$ cat config.mk
export PLATFORM = sky130hd
export DESIGN_NAME = dma_req_router
export DESIGN_NICKNAME = d
export VERILOG_FILES = /design/src/rtl/dma_rtr_pkg.sv /design/src/rtl/dma_rtr_regs.sv /design/src/rtl/dma_rtr_chan.sv /design/src/rtl/dma_req_router.sv
export SDC_FILE = /design/constraint.sdc
export NUM_CORES = 1
export LEC_CHECK = 0
export ABC_AREA = 1
export BUFFER_PORTS_ARGS = -buffer_cell sky130_fd_sc_hd__buf_2
export CORE_MARGIN = 3
export CORE_UTILIZATION = 40
export DETAILED_ROUTE_END_ITERATION = 10
export GPL_TIMING_DRIVEN = 0
export PLACE_DENSITY = 0.68
export SLEW_MARGIN = 0
export SYNTH_ARGS = -nofsm -noshare
export SYNTH_HDL_FRONTEND = slang
export SYNTH_SLANG_ARGS = --single-unit
$ cat constraint.sdc
create_clock -name clk -period 4.75 [get_ports clk]
set_clock_uncertainty 0.2 [all_clocks]
set_input_delay 0.95 -clock clk [delete_from_list [all_inputs] [get_ports clk]]
set_output_delay 0.95 -clock clk [all_outputs]
set_load 0.02 [all_outputs]
$ cat src/rtl/dma_rtr_pkg.sv
package dma_rtr_pkg;

  localparam int SEL_W = 5;

  typedef struct packed {
    logic             en;
    logic             trg;
    logic [SEL_W-1:0] sel;
  } chan_cfg_t;

  // Byte -> fields; trigger bit dropped where the channel cannot use it
  function automatic chan_cfg_t cfg_unpack(input logic [7:0] b, input logic trig_ok);
    chan_cfg_t c;
    c.en  = b[7];
    c.trg = b[6] & trig_ok;
    c.sel = b[SEL_W-1:0];
    return c;
  endfunction

  // Fields -> byte, bit 5 always zero
  function automatic logic [7:0] cfg_pack(input chan_cfg_t c);
    return {c.en, c.trg, 1'b0, c.sel};
  endfunction

  // Pick request line; select values beyond the source count give nothing
  function automatic logic src_pick(input logic [31:0] src, input logic [SEL_W-1:0] sel,
                                    input int num_src);
    if (int'(sel) >= num_src) return 1'b0;
    return src[sel];
  endfunction

endpackage

$ cat src/rtl/dma_rtr_regs.sv
module dma_rtr_regs
  import dma_rtr_pkg::*;
#(
  parameter int NUM_CH      = 16,
  parameter int NUM_TRIG_CH = 4,
  parameter int ADDR_W      = 4
) (
  input  logic                  clk,
  input  logic                  rst_n,
  input  logic                  we,
  input  logic [ADDR_W-1:0]     addr,
  input  logic [7:0]            wdata,
  output logic [7:0]            rdata,
  output chan_cfg_t [NUM_CH-1:0] cfg,
  output logic [NUM_CH-1:0]     wr_hit
);

  for (genvar i = 0; i < NUM_CH; i++) begin : g_reg
    localparam logic TRIG_OK = (i < NUM_TRIG_CH);
    assign wr_hit[i] = we && (int'(addr) == i);
    always_ff @(posedge clk or negedge rst_n) begin
      if (!rst_n)         cfg[i] <= '0;
      else if (wr_hit[i]) cfg[i] <= cfg_unpack(wdata, TRIG_OK);
    end
  end

  always_comb begin
    rdata = 8'h00;
    if (int'(addr) < NUM_CH) rdata = cfg_pack(cfg[addr]);
  end

endmodule

$ cat src/rtl/dma_rtr_chan.sv
module dma_rtr_chan
  import dma_rtr_pkg::*;
#(
  parameter int   NUM_SRC = 21,
  parameter logic TRIG_OK = 1'b1
) (
  input  logic               clk,
  input  logic               rst_n,
  input  chan_cfg_t          cfg,
  input  logic [NUM_SRC-1:0] src_req,
  input  logic               trig,
  input  logic               ack,
  input  logic               wr_hit,
  output logic               req,
  output logic               armed
);

  logic picked;
  logic periodic;

  assign picked   = src_pick(32'(src_req), cfg.sel, NUM_SRC);
  assign periodic = cfg.en & cfg.trg;

  if (TRIG_OK) begin : g_trig
    logic armed_q;
    always_ff @(posedge clk or negedge rst_n) begin
      if (!rst_n)                  armed_q <= 1'b0;
      else if (!periodic || wr_hit) armed_q <= 1'b0;
      else if (trig)               armed_q <= 1'b1;
      else if (ack && req)         armed_q <= 1'b0;
    end
    assign armed = armed_q;
  end else begin : g_plain
    assign armed = 1'b0;
  end

  always_comb begin
    req = 1'b0;
    if (cfg.en && !wr_hit) req = picked & (cfg.trg ? armed : 1'b1);
  end

endmodule

$ cat src/rtl/dma_req_router.sv
module dma_req_router
  import dma_rtr_pkg::*;
#(
  parameter int NUM_CH      = 16,
  parameter int NUM_SRC     = 21,
  parameter int NUM_TRIG_CH = 4,
  localparam int ADDR_W     = $clog2(NUM_CH)
) (
  input  logic                   clk,
  input  logic                   rst_n,
  input  logic                   cfg_we,
  input  logic [ADDR_W-1:0]      cfg_addr,
  input  logic [7:0]             cfg_wdata,
  output logic [7:0]             cfg_rdata,
  input  logic [NUM_SRC-1:0]     src_req,
  input  logic [NUM_TRIG_CH-1:0] trig_pulse,
  input  logic [NUM_CH-1:0]      ch_ack,
  output logic [NUM_CH-1:0]      ch_req
);

  chan_cfg_t [NUM_CH-1:0] cfg;
  logic [NUM_CH-1:0] wr_hit;
  logic [NUM_CH-1:0] chan_armed;
  logic [NUM_CH-1:0] cfg_en;
  logic [NUM_CH-1:0] cfg_trg;

  dma_rtr_regs #(
    .NUM_CH(NUM_CH), .NUM_TRIG_CH(NUM_TRIG_CH), .ADDR_W(ADDR_W)
  ) i_regs (
    .clk(clk), .rst_n(rst_n), .we(cfg_we), .addr(cfg_addr), .wdata(cfg_wdata),
    .rdata(cfg_rdata), .cfg(cfg), .wr_hit(wr_hit)
  );

  for (genvar i = 0; i < NUM_CH; i++) begin : g_ch
    logic trig_i;
    if (i < NUM_TRIG_CH) begin : g_t
      assign trig_i = trig_pulse[i];
    end else begin : g_n
      assign trig_i = 1'b0;
    end
    assign cfg_en[i]  = cfg[i].en;
    assign cfg_trg[i] = cfg[i].trg;
    dma_rtr_chan #(
      .NUM_SRC(NUM_SRC), .TRIG_OK(i < NUM_TRIG_CH)
    ) i_chan (
      .clk(clk), .rst_n(rst_n), .cfg(cfg[i]), .src_req(src_req), .trig(trig_i),
      .ack(ch_ack[i]), .wr_hit(wr_hit[i]), .req(ch_req[i]), .armed(chan_armed[i])
    );
  end

endmodule

==> impl_metrics.yaml, run 1 <==
run_status:
  status: "finished, final reports clean"
clocking:
  cts_hold_buffers: 0
  path_clk_slew_ns: 0.07
  clock_latency_ns: 0.36
  h-tree-depth: 3
  cts_resized: 0
  cts_max_path_buffers: 2
  cts_tree: "built"
  clkSinkCount: 104
  postCtsSetupRepairBufs: 0
  root_buffer: "clkbuf_16"
  cts_buffers: 9
placement:
  place_area_um2: 9015
  post-place-ws_ns: 0.7181
  dp.cells: 1649
  hpwl_mm: 24.00
  portBuffers: 57
  gp_congestion: 1.019
worst_setup_path:
  end_kind: "primary output"
  worstPathRequired_ns: 3.60
  critical_path_class: "input pin to primary output"
  crit_top_cell: "nor2_1"
  r2r_end: "g_ch[1].i_chan.armed$_DFFE_PN0P_"
  slowest_stage: "clkbuf_1"
  critPathMaxStageDelay_ns: 0.68
  path_max_fanout: 10
  reg2reg_slack_ns: 2.99
  cp_data_arrival_time_ns: 2.98
  ff2ff_path_depth: 9
  r2r-start: "i_regs.cfg[9]$_DFFE_PN0P_"
  path_cells: "clkbuf_1, clkbuf_1, a32oi_1, nor2_1, nor2_1, nor2_1, buf_4, buf_2"
  worst_setup_path_start_kind: "input pin"
synthesis:
  synth_seq_area_share_pct: 31.12
  synth_compound_area_share_pct: 29.69
  syn_inst: 1321
  synth.area.mux_share_pct: 0
  synth_xor_area_share_pct: 0
  postSynthAreaPerCell_um2: 6.330
  yosysWarnings: 0
  yosys.cell_types.count: 39
  ys_ff_latch: 104
  syn-num-nets: 1377
  synthSimpleGateAreaFrac_pct: 27.05
  synthAdderAreaFrac_pct: 0
  synth_area_um2: 8362
  synth_top_family_by_area: "compound AO/OA/AOI/OAI gates"
layout:
  area_delta_synth_final_pct: 11.39
  n_antenna_cell: 0
  fin_area_um2: 9314
  fin_cells: 1664
  drive_above_1_share_pct: 10.62
  utilization_pct: 45.74
  fillers: 2190
  nets: 1446
job:
  max_cap_viol_count: 0
timing:
  hold_viol: 0
  min_period_over_period_pct: 86.88
  tightest_slew_ns: 0.9085
  slew_viol_final: 0
  rsz0062_at_grt: "false"
  fin_ws_ns: 0.6234
  layout_min_cycle_time_ns: 4.127
  finalSetupTns_ns: 0
  setup_viol: 0
  relSlewSlack_pct: 39.43
  fmax_ghz: 0.2423
global_route:
  met2_usage_pct: 44.63
  overflow: 0
  grt_start_max_net_pins: 58
  gr-usage-met1_pct: 40.49
  grt_pass1_vias: 8774
  top_usage_layer: "met2"
  grt_pass1_wl_mm: 50.20
  use_met3_pct: 4.846
  antenna_found_initial: 0
  grt_usage_pct: 29.38
routing:
  routedWlPerCell_um: 20.31
  drtAntennaViolNets: 0
  firstDrtPassIters: 6
  via_count: 9838
  vias_per_cell: 5.912
  drt_iter0_drc: 1179
  drt_wl_total_mm: 33.79
  drc: 0
power:
  powerDensity_nw_per_um2: 400.9
  leakage_nw: 4.278
  peakVddDrop_mv: 0.1859
floorplanning:
  coreArea_um2: 20360
  core.rowCount: 52
  die_area_um2: 22680
  start_util_pct: 41.06
  ios: 80
  die_y_um: 150.6
  die-width_um: 150.6
min_path:
  hp-start: "i_regs.cfg[26]$_DFFE_PN0P_"
  hp-class: "register to register"
  holdPathStages: 2
  hold_path_end: "g_ch[3].i_chan.armed$_DFFE_PN0P_"
-- cell usage in the layout (no fill, tap or decap), types with 30 or more instances in the layout --
| cell | count |
|---|---|
| inv_1 | 132 |
| o21ai_1 | 30 |
| dfrtp_1 | 104 |
| nor2_1 | 125 |
| nand3_1 | 47 |
| o21ai_0 | 191 |
| o22ai_1 | 38 |
| nand2_1 | 308 |
| a21oi_1 | 117 |
| clkbuf_1 | 43 |
| buf_2 | 89 |
-- final cells by class --
class | count | area (um2) | area share [%]
Buffer | 97 | 486.7 | 5.226
Clock buffer | 13 | 260.3 | 2.794
Clock inverter | 2 | 38.79 | 0.4164
Inverter | 139 | 524.3 | 5.629
Multi-Input combinational cell | 981 | 4748 | 50.98
Sequential cell | 104 | 2603 | 27.94
Tap cell | 270 | 337.8 | 3.627
Timing Repair Buffer | 58 | 315.3 | 3.385
-- power by group --
group	total, mW	internal (mW)	switching, mW
logic	1.65	0.556	1.09
clock network	0.800	0.438	0.362
registers	1.29	1.08	0.210
-- stage by stage --
step	power, mW	hold WS [ns]
after CTS	3.694	0.3143
after floorplan	2.407	0.2713
after detailed placement	2.897	0.3068
final	3.734	0.3084
after global placement	2.873	0.2984
after global routing	3.986	0.3269
-- registers in the layout (all words and copies together) (netlist names) --
register,cells
i_regs.cfg,100
g_ch.i_chan.armed,4
-- cell families (layout without fill, tap and decap cells) --
group / Yosys count / after routing
and+or+nand+nor: 536 / 536
AOI/OAI and AO/OA: 444 / 444
other: 1 / 1
buffers and inverters: 236 / 309
DFF: 104 / 104
-- worst max-delay path by stage --
stage                      from      endpoint  slack [ns]  cells past startpoint
floorplan           cfg_addr[0]  cfg_rdata[0]        1.59                      8
global placement    src_req[15]     ch_req[4]        0.71                     10
detailed placement  src_req[15]     ch_req[4]        0.72                     10
CTS                 src_req[15]     ch_req[4]        0.71                     10
global route        src_req[20]     ch_req[9]        0.58                      8
finish              src_req[20]    ch_req[11]        0.62                      8
-- worst max-delay path: cells and delay by family --
kind,cells,cell delay [ns]
simple gates,3,0.38
buf+inv,4,1.39
compound gates,1,0.24
-- synthesized netlist by cell type --
| library cell | instances | area [um2] |
|---|---|---|
| nor2_4 | 7 | 78.83 |
| nand3_4 | 2 | 35.03 |
| a41oi_1 | 9 | 78.83 |
| buf_1 | 1 | 3.750 |
| inv_2 | 4 | 15.01 |
| o2111ai_1 | 9 | 78.83 |
| buf_6 | 1 | 11.26 |
| clkinv_1 | 2 | 7.510 |
| conb_1 | 1 | 3.750 |
| nand2_1 | 308 | 1156 |
| clkbuf_1 | 41 | 153.9 |
| nand3_2 | 1 | 10.01 |
| nand3b_2 | 1 | 11.26 |
| nand3_1 | 47 | 235.2 |
| o21bai_1 | 1 | 7.510 |
| o21ai_0 | 191 | 955.9 |
| o221ai_1 | 2 | 17.52 |
| a211oi_1 | 12 | 90.09 |
| clkbuf_2 | 2 | 10.01 |
| o22ai_1 | 38 | 237.7 |
| or2_2 | 1 | 6.260 |
| o211ai_1 | 16 | 120.1 |
| inv_4 | 1 | 6.260 |
| nand4_1 | 20 | 125.1 |
| nor2_1 | 125 | 469.2 |
| nor3_1 | 16 | 80.08 |
| a32oi_1 | 12 | 105.1 |
| buf_2 | 33 | 165.2 |
| nor2_2 | 3 | 18.77 |
| a21oi_1 | 117 | 585.6 |
| nand2_4 | 1 | 11.26 |
| dfrtp_1 | 104 | 2603 |
| a22oi_1 | 5 | 37.54 |
| inv_1 | 132 | 495.5 |
| a21oi_2 | 1 | 8.760 |
| o21ai_1 | 30 | 150.1 |
| and3_1 | 4 | 25.02 |
| a221oi_1 | 1 | 8.760 |
| buf_4 | 19 | 142.6 |
-- per-layer routing --
metal,vias to the layer above,part of all wire [%]
met5,-,0
met4,0,5.0
met3,117,12
met2,609,43
met1,4507,41
li1,4605,-
Power figures use the tool's default switching activity.
==> run 2, diff against run 1 <==
- CORE_ASPECT_RATIO: not set -> 0.5
- GPL_TIMING_DRIVEN: 0 -> not set
- HOLD_SLACK_MARGIN: not set -> 0.05
==> impl_metrics.yaml, run 2 (synthesis results as in run 1) <==
run_status:
  status: "finished, final reports clean"
timing:
  finalSetupTns_ns: 0
  layout_min_cycle_time_ns: 4.149
  fmax_ghz: 0.2410
  fin_ws_ns: 0.6013
  hold_viol: 0
  slew_viol_final: 0
  relSlewSlack_pct: 35.11
  tightest_slew_ns: 0.9723
  setup_viol: 0
  rsz0062_at_grt: "false"
  min_period_over_period_pct: 87.34
global_route:
  grt_pass1_wl_mm: 47.80
  grt_usage_pct: 27.51
  antenna_found_initial: 0
  overflow: 0
  grt_pass1_vias: 8644
  grt_start_max_net_pins: 43
clocking:
  postCtsSetupRepairBufs: 0
  cts_hold_buffers: 0
  path_clk_slew_ns: 0.07
  cts_resized: 0
  root_buffer: "clkbuf_16"
  clkSinkCount: 104
  cts_buffers: 9
  h-tree-depth: 3
  cts_tree: "built"
  clock_latency_ns: 0.36
  cts_max_path_buffers: 2
routing:
  vias_per_cell: 6.045
  drtAntennaViolNets: 0
  drc: 0
  via_count: 9527
  drt_wl_total_mm: 31.78
  routedWlPerCell_um: 20.16
  drt_iter0_drc: 1129
  firstDrtPassIters: 6
placement:
  place_area_um2: 8573
  post-place-ws_ns: 0.7541
  hpwl_mm: 22.35
  portBuffers: 65
  gp_congestion: 0.9973
worst_setup_path:
  cp_data_arrival_time_ns: 3.00
  worstPathRequired_ns: 3.60
  path_max_fanout: 22
  critPathMaxStageDelay_ns: 0.62
  crit_top_cell: "buf_2"
  path_cells: "buf_2, inv_2, nand2_1, o22ai_1, o21ai_0, nand4_1, buf_2"
  path_delay_family: "simple AND/OR/NAND/NOR gates"
  worst-path-buf-inv: 3
  worst_setup_path_start_kind: "input pin"
  end_kind: "primary output"
  slowest_stage: "nand2_1"
  critical_path_class: "input pin to primary output"
power:
  totalPowerFinal_mw: 3.653
  powerDensity_nw_per_um2: 410.2
  leakage_nw: 4.036
  peakVddDrop_mv: 0.1646
floorplanning:
  die_area_um2: 22780
  coreArea_um2: 20000
  die_y_um: 108.2
  core.rowCount: 36
  die-width_um: 210.5
  start_util_pct: 41.81
  ios: 80
layout:
  area_delta_synth_final_pct: 6.509
  final_cell_mix: "nand2_1, o21ai_0, inv_1"
  drive_above_1_share_pct: 8.174
  nets: 1361
  largest_register_ffs: 100
  fin_area_um2: 8906
  regMostFlops: "i_regs.cfg"
  fillers: 2141
  final_common_cell: "nand2_1"
min_path:
  hp-class: "input pin to async pin"
job:
  max_cap_viol_count: 0
==> run 2: cell types whose count changed in the layout (fill, tap and decap cells not counted) <==
cell,before,now
buf_4,20,6
clkbuf_2,2,0
buf_1,1,0
clkinv_4,1,2
bufinv_16,1,2
buf_16,1,0
buf_6,1,0
diode_2,0,1
clkbuf_1,43,0
buf_2,89,64
==> run 2: path summary, 6_finish.rpt <==
path / startpoint / endpoint / slack [ns] / depth (start not counted)
setup / recovery: cfg_addr[0] / cfg_rdata[2] / 0.60 / 7
hold / removal: rst_n / i_regs.cfg[108]$_DFFE_PN0P_ / 0.29 / 1
setup reg to reg: i_regs.cfg[14]$_DFFE_PN0P_ / g_ch[2].i_chan.armed$_DFFE_PN0P_ / 2.74 / 9
hold reg to reg: i_regs.cfg[26]$_DFFE_PN0P_ / g_ch[3].i_chan.armed$_DFFE_PN0P_ / 0.31 / 2
max in group asynchronous: rst_n / i_regs.cfg[38]$_DFFE_PN0P_ / 3.20 / 2
min in group clk: i_regs.cfg[26]$_DFFE_PN0P_ / g_ch[3].i_chan.armed$_DFFE_PN0P_ / 0.31 / 2
==> run 2: cell type report <==
class / count / area, um2 / share of cell area (%)
Antenna cell: 1 / 2.502 / 0.02810
Clock buffer: 11 / 252.7 / 2.838
Inverter: 139 / 524.3 / 5.886
Clock inverter: 4 / 77.57 / 0.8710
Multi-Input combinational cell: 981 / 4748 / 53.32
Tap cell: 266 / 332.8 / 3.737
Sequential cell: 104 / 2603 / 29.22
Timing Repair Buffer: 70 / 365.4 / 4.102
==> run 2: power breakdown <==
part,switching (mW),internal [mW]
Sequential,0.291,1.08
Clock,0.349,0.490
Combinational,0.960,0.486
Total,1.60,2.05
==> run 2: through the flow <==
| step | hold slack (ns) | utilization [%] | cells |
|---|---|---|---|
| 2_1_floorplan | 0.2713 | - | 1321 |
| 3_3_place_gp | 0.3007 | 42.87 | 1560 |
| 3_5_place_dp | 0.3017 | 42.87 | 1560 |
| 4_1_cts | 0.3033 | 44.52 | 1575 |
| 5_1_grt | 0.3191 | 44.52 | 1575 |
| 6_report | 0.2943 | 44.53 | 1576 |
==> run 2: routing by layer <==
metal	track usage (%)	up-vias	wire length, um
met5	0	-	0
met1	36.87	4356	12850
met4	12.46	0	1507
met2	42.44	620	13320
li1	-	4430	-
met3	6.667	121	4089
==> run 3, diff against run 2 <==
==> constraint.sdc (replaced) <==
create_clock -name clk -period 4.1 [get_ports clk]
set_clock_uncertainty 0.2 [all_clocks]
set_input_delay 0.82 -clock clk [delete_from_list [all_inputs] [get_ports clk]]
set_output_delay 0.82 -clock clk [all_outputs]
set_load 0.05 [all_outputs]
==> impl_metrics.yaml, run 3 (synthesis results as in run 1) <==
run_status:
  status: "finished, final reports clean"
power:
  peakVddDrop_mv: 0.1961
  combPwrFrac_pct: 42.6
  sw_frac_of_total_pct: 46.88
  pwr-share-clk_pct: 19.9
  leakage_nw: 4.058
  p_int_mw: 2.240
  powerDensity_nw_per_um2: 472.4
  power_switching_mw: 1.978
  p_seq_share_pct: 37.5
clocking:
  cts_max_path_buffers: 2
  h-tree-depth: 3
  cts_tree: "built"
  cts_resized: 0
  path_clk_slew_ns: 0.08
  clock_latency_ns: 0.37
  cts_hold_buffers: 0
  cts_buffers: 9
  postCtsSetupRepairBufs: 0
  clkSinkCount: 104
  root_buffer: "clkbuf_16"
placement:
  portBuffers: 65
  hpwl_mm: 22.42
  gp_congestion: 0.9801
timing:
  setup_viol: 0
  tightest_slew_ns: 0.9137
  fmax_ghz: 0.2756
  relSlewSlack_pct: 39.02
  hold_viol: 0
  finalSetupTns_ns: 0
  min_period_over_period_pct: 88.50
  rsz0062_at_grt: "false"
  slew_viol_final: 0
  layout_min_cycle_time_ns: 3.629
routing:
  drtAntennaViolNets: 0
  drc: 0
  firstDrtPassIters: 6
  vias_per_cell: 6.028
  via_count: 9560
  routedWlPerCell_um: 20.30
  drt_wl_total_mm: 32.20
  drt_iter0_drc: 1346
layout:
  utilization_pct: 44.64
  area_delta_synth_final_pct: 6.778
  regMostFlops: "i_regs.cfg"
  fillers: 2090
  nets: 1372
  drive_above_1_share_pct: 8.939
  final_common_cell: "nand2_1"
  final_cell_mix: "nand2_1, o21ai_0, inv_1"
  largest_register_ffs: 100
  n_antenna_cell: 0
worst_setup_path:
  critical_path_class: "input pin to primary output"
  end_kind: "primary output"
  ff2ff_path_depth: 9
  worstPathRequired_ns: 3.08
  critPathLaunch: "cfg_addr[1]"
  worst_setup_path_start_kind: "input pin"
  r2r-start: "i_regs.cfg[14]$_DFFE_PN0P_"
  reg2reg_slack_ns: 2.09
  cp_data_arrival_time_ns: 2.61
  path_max_fanout: 19
  r2r_end: "g_ch[2].i_chan.armed$_DFFE_PN0P_"
floorplanning:
  core.rowCount: 36
  start_util_pct: 41.81
  coreArea_um2: 20000
  die_y_um: 108.2
  die-width_um: 210.5
  ios: 80
  die_area_um2: 22780
global_route:
  grt_usage_pct: 27.93
  antenna_found_initial: 0
  overflow: 0
  grt_pass1_wl_mm: 48.73
  grt_pass1_vias: 8560
  grt_start_max_net_pins: 64
min_path:
  holdPathStages: 2
  hp-start: "i_regs.cfg[26]$_DFFE_PN0P_"
  hold_path_end: "g_ch[3].i_chan.armed$_DFFE_PN0P_"
  hp-class: "register to register"
job:
  max_cap_viol_count: 0
[run 3: cell count changes in the layout (fill, tap and decap cells not counted)]
cell	previous run	this run
clkbuf_8	2	1
buf_4	6	17
clkinvlp_4	0	2
bufinv_16	2	0
clkinv_4	2	1
diode_2	1	0
clkinv_2	0	2
[run 3: per-stage QoR]
stage | setup slack (ns) | hold slack, ns | cell area [um2] | instances | power, mW
floorplan | 0.8861 | 0.2713 | 8362 | 1321 | 2.897
global placement | 0.5614 | 0.2986 | 8656 | 1571 | 3.297
detailed placement | 0.5563 | 0.2929 | 8656 | 1571 | 3.340
CTS | 0.5439 | 0.3086 | 8929 | 1586 | 4.170
global route | 0.3770 | 0.3382 | 8929 | 1586 | 4.498
finish | 0.4713 | 0.3048 | 8929 | 1586 | 4.218
[run 3: worst max path at each step]
stage,end,slack [ns],cells after the start
floorplan,cfg_rdata[6],0.89,7
finish,ch_req[12],0.47,10
global route,ch_req[12],0.38,10
CTS,ch_req[12],0.54,10
global placement,ch_req[12],0.56,10
detailed placement,ch_req[12],0.56,10
[run 3: area by class of cell]
class | instances | area, um2 | area share [%]
Clock buffer | 10 | 239.0 | 2.677
Clock inverter | 5 | 33.78 | 0.3784
Inverter | 139 | 524.3 | 5.872
Multi-Input combinational cell | 981 | 4748 | 53.18
Sequential cell | 104 | 2603 | 29.15
Tap cell | 266 | 332.8 | 3.728
Timing Repair Buffer | 81 | 447.9 | 5.017
[run 3: worst max-delay path, cell delays in order]
cell     delay [ns]
buf_2          0.30
nor2_4         0.08
inv_4          0.19
nor2_2         0.08
nand2_1        0.29
nand2_1        0.12
inv_1          0.07
nand4_1        0.09
nor2_1         0.23
buf_2          0.33
[run 3: power by group through the flow]
stage | Combinational, mW | Sequential [mW] | Clock, mW
final | 1.80 | 1.58 | 0.838
after global routing | 1.99 | 1.62 | 0.885
after floorplan | 1.47 | 1.43 | 0
after detailed placement | 1.75 | 1.59 | 0
after global placement | 1.72 | 1.58 | 0
after CTS | 1.76 | 1.57 | 0.842
[run 3: per-layer routing]
| layer | up-vias | global-route usage, % | share of wire, % | wire, um |
|---|---|---|---|---|
| met1 | 4334 | 38.22 | 40 | 12830 |
| met2 | 681 | 43.76 | 43 | 13710 |
| met3 | 94 | 6.493 | 14 | 4608 |
| met5 | - | 0 | 0 | 0 |
| li1 | 4451 | - | - | - |
| met4 | 0 | 9.642 | 3.3 | 1059 |
